<file path="src/rtl/status_led_pkg.sv">
package status_led_pkg;
  typedef enum logic [1:0] {
    LED_OFF   = 2'd0,
    LED_GREEN = 2'd1,
    LED_RED   = 2'd2
  } led_color_t;

  function automatic logic is_red(led_color_t c);
    return c == LED_RED;
  endfunction

  function automatic logic is_green(led_color_t c);
    return c == LED_GREEN;
  endfunction
endpackage

</file>
<file path="src/rtl/led_blink_div.sv">
module led_blink_div #(
  parameter int unsigned BLINK_DIV = 12_500_000
) (
  input  logic clk_i,
  input  logic rst_ni,
  output logic phase_o
);
  localparam int unsigned CntW = $clog2(BLINK_DIV + 1);
  localparam logic [CntW-1:0] CntMax = CntW'(BLINK_DIV - 1);

  logic [CntW-1:0] cnt_q;
  logic            wrap;

  assign wrap = (cnt_q == CntMax);

  always_ff @(posedge clk_i or negedge rst_ni) begin
    if (!rst_ni) begin
      cnt_q   <= '0;
      phase_o <= 1'b0;
    end else if (wrap) begin
      cnt_q   <= '0;
      phase_o <= ~phase_o;
    end else begin
      cnt_q <= cnt_q + 1'b1;
    end
  end

  p_phase_hold_r9: assert property (@(posedge clk_i) disable iff (!rst_ni)
    !wrap |=> $stable(phase_o));
endmodule

</file>
<file path="src/rtl/led_act_hold.sv">
module led_act_hold #(
  parameter int unsigned HOLD_CYCLES = 5_000_000
) (
  input  logic clk_i,
  input  logic rst_ni,
  input  logic pulse_i,
  output logic active_o
);
  localparam int unsigned HoldW = $clog2(HOLD_CYCLES + 1);
  localparam logic [HoldW-1:0] HoldLoad = HoldW'(HOLD_CYCLES);

  logic [HoldW-1:0] hold_q;

  always_ff @(posedge clk_i or negedge rst_ni) begin
    if (!rst_ni)              hold_q <= '0;
    else if (pulse_i)         hold_q <= HoldLoad;
    else if (hold_q != '0)    hold_q <= hold_q - 1'b1;
  end

  assign active_o = (hold_q != '0);

  p_hold_start_r6: assert property (@(posedge clk_i) disable iff (!rst_ni)
    pulse_i |=> active_o);
endmodule

</file>
<file path="src/rtl/led_err_latch.sv">
module led_err_latch (
  input  logic clk_i,
  input  logic rst_ni,
  input  logic set_i,
  input  logic clr_i,
  output logic err_o
);
  // set beats clear so a simultaneous error is never lost
  always_ff @(posedge clk_i or negedge rst_ni) begin
    if (!rst_ni)     err_o <= 1'b0;
    else if (set_i)  err_o <= 1'b1;
    else if (clr_i)  err_o <= 1'b0;
  end

  p_err_set_r4: assert property (@(posedge clk_i) disable iff (!rst_ni)
    set_i |=> err_o);
  p_err_clr_r7: assert property (@(posedge clk_i) disable iff (!rst_ni)
    (clr_i && !set_i) |=> !err_o);
endmodule

</file>
<file path="src/rtl/status_led_ctrl.sv">
module status_led_ctrl
  import status_led_pkg::*;
#(
  parameter int unsigned BLINK_DIV   = 12_500_000,
  parameter int unsigned HOLD_CYCLES = 5_000_000
) (
  input  logic clk_i,
  input  logic rst_ni,
  input  logic pwr_good_i,
  input  logic pwr_fault_i,
  input  logic xfer_i,
  input  logic cmd_i,
  input  logic err_i,
  input  logic err_clr_i,
  output logic fault_red_o,
  output logic fault_grn_o,
  output logic acc_red_o,
  output logic acc_grn_o
);
  logic       phase;
  logic       active;
  logic       err_q;
  led_color_t fault_col_q;
  led_color_t acc_col;

  led_blink_div #(.BLINK_DIV(BLINK_DIV)) u_blink (
    .clk_i  (clk_i),
    .rst_ni (rst_ni),
    .phase_o(phase)
  );

  led_act_hold #(.HOLD_CYCLES(HOLD_CYCLES)) u_hold (
    .clk_i   (clk_i),
    .rst_ni  (rst_ni),
    .pulse_i (xfer_i | cmd_i),
    .active_o(active)
  );

  led_err_latch u_err (
    .clk_i (clk_i),
    .rst_ni(rst_ni),
    .set_i (err_i),
    .clr_i (err_clr_i),
    .err_o (err_q)
  );

  always_ff @(posedge clk_i or negedge rst_ni) begin
    if (!rst_ni)          fault_col_q <= LED_OFF;
    else if (pwr_fault_i) fault_col_q <= LED_RED;
    else if (pwr_good_i)  fault_col_q <= LED_GREEN;
    else                  fault_col_q <= LED_OFF;
  end

  always_comb begin
    if (err_q)                acc_col = LED_RED;
    else if (active && phase) acc_col = LED_GREEN;
    else                      acc_col = LED_OFF;
  end

  assign fault_red_o = is_red(fault_col_q);
  assign fault_grn_o = is_green(fault_col_q);
  assign acc_red_o   = is_red(acc_col);
  assign acc_grn_o   = is_green(acc_col);

  p_fault_red_r2: assert property (@(posedge clk_i) disable iff (!rst_ni)
    pwr_fault_i |=> (fault_red_o && !fault_grn_o));
  p_fault_excl_r8: assert property (@(posedge clk_i) disable iff (!rst_ni)
    !(fault_red_o && fault_grn_o));
  p_acc_excl_r8: assert property (@(posedge clk_i) disable iff (!rst_ni)
    !(acc_red_o && acc_grn_o));
  p_err_over_r4: assert property (@(posedge clk_i) disable iff (!rst_ni)
    err_i |=> (acc_red_o && !acc_grn_o));
  p_idle_dark_r5: assert property (@(posedge clk_i) disable iff (!rst_ni)
    (!err_q && !active) |-> (!acc_red_o && !acc_grn_o));
endmodule

</file>
<file path="config.mk">
export PLATFORM = sky130hd
export DESIGN_NAME = status_led_ctrl
export DESIGN_NICKNAME = d
export VERILOG_FILES = /design/src/rtl/status_led_pkg.sv /design/src/rtl/led_blink_div.sv /design/src/rtl/led_act_hold.sv /design/src/rtl/led_err_latch.sv /design/src/rtl/status_led_ctrl.sv
export SDC_FILE = /design/constraint.sdc
export NUM_CORES = 1
export LEC_CHECK = 0
export ABC_AREA = 1
export BUFFER_PORTS_ARGS = -buffer_cell sky130_fd_sc_hd__buf_2
export CAP_MARGIN = 40
export CORE_MARGIN = 2
export CORE_UTILIZATION = 25
export CTS_BUF_LIST = sky130_fd_sc_hd__clkbuf_4
export CTS_CLUSTER_SIZE = 8
export DETAILED_ROUTE_END_ITERATION = 10
export GPL_ROUTABILITY_DRIVEN = 0
export GPL_TIMING_DRIVEN = 0
export PLACE_DENSITY = 0.39
export SYNTH_ARGS = -nofsm -noshare
export SYNTH_HDL_FRONTEND = slang
export SYNTH_SLANG_ARGS = --single-unit
</file>
<file path="constraint.sdc">
create_clock -name clk_i -period 2.85 [get_ports clk_i]
set_input_delay 0.285 -clock clk_i [delete_from_list [all_inputs] [get_ports clk_i]]
set_output_delay 0.285 -clock clk_i [all_outputs]
set_load 0.02 [all_outputs]
</file>
==> out/metrics.cfg <==
[timing]
final_max_slew_viol_count = 0
relSlewSlack_pct = 60.5
setup_violations = 0
period_needed_ns = 2.42
rsz0062_at_grt = no
worst_pin_slew_ns = 0.592
hold_viol_final = 0
fmax_mhz = 413
skew_ns = 0.0152
setup_tns_ns = 0
fin_crit_sh_pct = 85.0

[pwr]
leakage_nw = 1.62
power.density_nw_per_um2 = 345
irDropWorstVdd_mv = 0.106
power_mw = 1.20

[cts]
insertion_delay_ns = 0.39
ctsRootBufferMaster = clkbuf_4
h-tree-depth = 2
cts_tree = yes
cts_made_buffers = 5
clockBufferDepth = 2
cts.sink_count = 51
path_clk_slew_ns = 0.14
post_cts_resized = 0

[layout]
fin_nets = 453
antennaDiodeCount = 0
drive_gt1_share_pct = 13.6
synthToLayoutAreaGrowth_pct = 11.2
stdcell_area_um2 = 3470

[setup_path]
slowest_delay_ns = 0.41
crit_type = flop to output pin
cp_data_arrival_time_ns = 2.14
path_max_fanout = 10
crit_path_start_kind = flop
crit_chain = inv_1 -> ha_1 -> nand2_2 -> nor2_4 -> nand3_4 -> buf_6 -> nand3_1 -> inv_1 -> buf_2
rr_startpoint = u_hold.hold_q[0]
critPathRequiredTime_ns = 2.57
crit_top_cell = inv_1
cpMaxStageDelayCell = dfrtp_1
startpoint = u_hold.hold_q[0]
cp-end-kind = output pin

[synthesis]
synth_compound_area_share_pct = 4.25
syn_nets = 432
synth_xor_area_share_pct = 3.89
syn_inst = 422
synthMuxAreaShare_pct = 0
yosys_warnings = 0
synth_async_sr_flop_share_pct = 100
synthAdderAreaFrac_pct = 0.803
yosysUniqueCellTypes = 34
synth_top_family_by_area = simple AND/OR/NAND/NOR gates
syn_area_um2 = 3120
synth_simple_gate_area_share_pct = 41.7
synth_ff_type = dfrtp_1
syn_area_per_cell_um2 = 7.39
synth-seq-cells = 51
synth_seq_area_share_pct = 40.9
synth_edf_count = 0

[drt]
first_pass_iters = 5
drt_iter0_drc = 135
via_per_inst = 4.29
ant_nets = 0
wirelength_mm = 7.48
wl_per_cell_um = 12.3
vias = 2615
drc = 0

[global_routing]
grt_max_degree = 30
grt_pass1_vias = 2473
grt-ovfl-total = 0
antenna_found_initial = 0
grt_pass1_wl_mm = 12.6
track_usage_pct = 12.1

[worst_hold_path]
min_from = err_clr_i
min_path_type = input port to flop

[floorplan]
io_pins = 12
coreArea_um2 = 12100
row_count = 40
die_area_um2 = 13400
fp.dieH_um = 116
initial_core_util_pct = 25.7
fp.dieW_um = 116

[place]
io_buffers = 11
placed_area_um2 = 3400
dp_hpwl_mm = 5.82

[run_status]
outcome = complete, no violations

[run]
drv_cap = 0

[kinds of logic after synthesis]
logic type      Yosys count
compound gates           22
xor+xnor                 13
fa+ha+maj                 2
buf+inv                  64
flops                    51
simple gates            270
[power by group]
part | internal, mW | switching [mW]
Clock | 0.0981 | 0.244
Combinational | 0.0354 | 0.0773
Sequential | 0.733 | 0.00814
Total | 0.867 | 0.329
[cells in the final DEF, fill, tap and decap left out, types with 6 or more instances in the layout]
cell,synthesis,routed
nor3_1,6,6
o21ai_0,7,7
buf_2,1,12
xor2_1,10,10
inv_1,60,60
nor2_4,9,9
nand2_2,9,9
nand2_1,95,95
nor2_1,90,90
nand4_1,17,17
dfrtp_1,51,51
nor2_2,6,6
clkbuf_4,0,6
a21oi_1,8,8
nand3_1,24,24
[registers in the layout (all words and copies together) (netlist names)]
register / count
fault_col_q: 2
u_blink.cnt_q: 24
u_blink.phase_o: 1
u_err.err_o: 1
u_hold.hold_q: 23
[per-stage QoR]
stage / utilization (%) / hold WS, ns / std cells / setup slack (ns)
after global placement: 27.9 / 0.417 / 601 / 0.812
final: 28.6 / 0.0612 / 610 / 0.427
after floorplan: - / -0.0106 / 422 / 1.17
after global routing: 28.6 / 0.0198 / 610 / 0.250
after detailed placement: 28.1 / 0.326 / 602 / 0.830
after CTS: 28.6 / 0.0261 / 610 / 0.349
[per-layer routing]
layer	vias up	wire, um	track usage, %
met5	-	0	0
met3	7	203	2.35
met4	0	91	3.81
li1	1359	-	-
met2	27	3160	17.4
met1	1222	4030	18.3
[repair_timing]
| item | CTS | global route |
|---|---|---|
| hold buffers | 2 | 0 |
| setup endpoints to repair | 0 | 0 |
| setup buffers | 0 | 0 |
| endpoints found under the hold margin | 23 | 0 |
[cells in the mapped netlist, types with 2 or more instances]
| cell type | number | area, um^2 |
|---|---|---|
| nand2_2 | 9 | 56.3 |
| xnor2_1 | 2 | 17.5 |
| inv_1 | 60 | 225 |
| nand3_4 | 2 | 35.0 |
| dfrtp_1 | 51 | 1280 |
| nand4_1 | 17 | 106 |
| o21ai_0 | 7 | 35.0 |
| nand2_1 | 95 | 357 |
| nor3_2 | 2 | 20.0 |
| a21o_1 | 2 | 15.0 |
| or2_2 | 3 | 18.8 |
| xor2_1 | 10 | 87.6 |
| a21oi_1 | 8 | 40.0 |
| nor2_2 | 6 | 37.5 |
| nand3b_1 | 3 | 22.5 |
| ha_1 | 2 | 25.0 |
| nor3_1 | 6 | 30.0 |
| nand3_1 | 24 | 120 |
| nor2_4 | 9 | 101 |
| nor2_1 | 90 | 338 |
[cell type report]
| cell class | instances | area (um^2) |
|---|---|---|
| Clock buffer | 6 | 45.0 |
| Inverter | 61 | 243 |
| Timing Repair Buffer | 14 | 95.1 |
| Multi-Input combinational cell | 307 | 1580 |
| Fill cell | 1341 | 8640 |
| Sequential cell | 51 | 1280 |
| Buffer | 3 | 20.0 |
| Tap cell | 168 | 210 |
[worst max-delay path: cells and delay by family, from the launching register on]
family	cells	cell delay [ns]
fa+ha+maj	1	0.35
buf+inv	4	0.47
simple gates	4	0.52
flops	1	0.41
[final timing paths]
kind | endpoint | slack [ns] | cells past startpoint
setup reg to reg | u_hold.hold_q[0] | 1.09 | 8
max in group asynchronous | u_blink.cnt_q[1] | 1.87 | 3
min in group asynchronous | u_hold.hold_q[18] | 0.40 | 2
hold reg to reg | u_hold.hold_q[22] | 0.50 | 2
hold / removal | u_err.err_o | 0.06 | 2
setup / recovery | acc_grn_o | 0.43 | 9
Note: power is estimated with default switching activity, not from simulation.
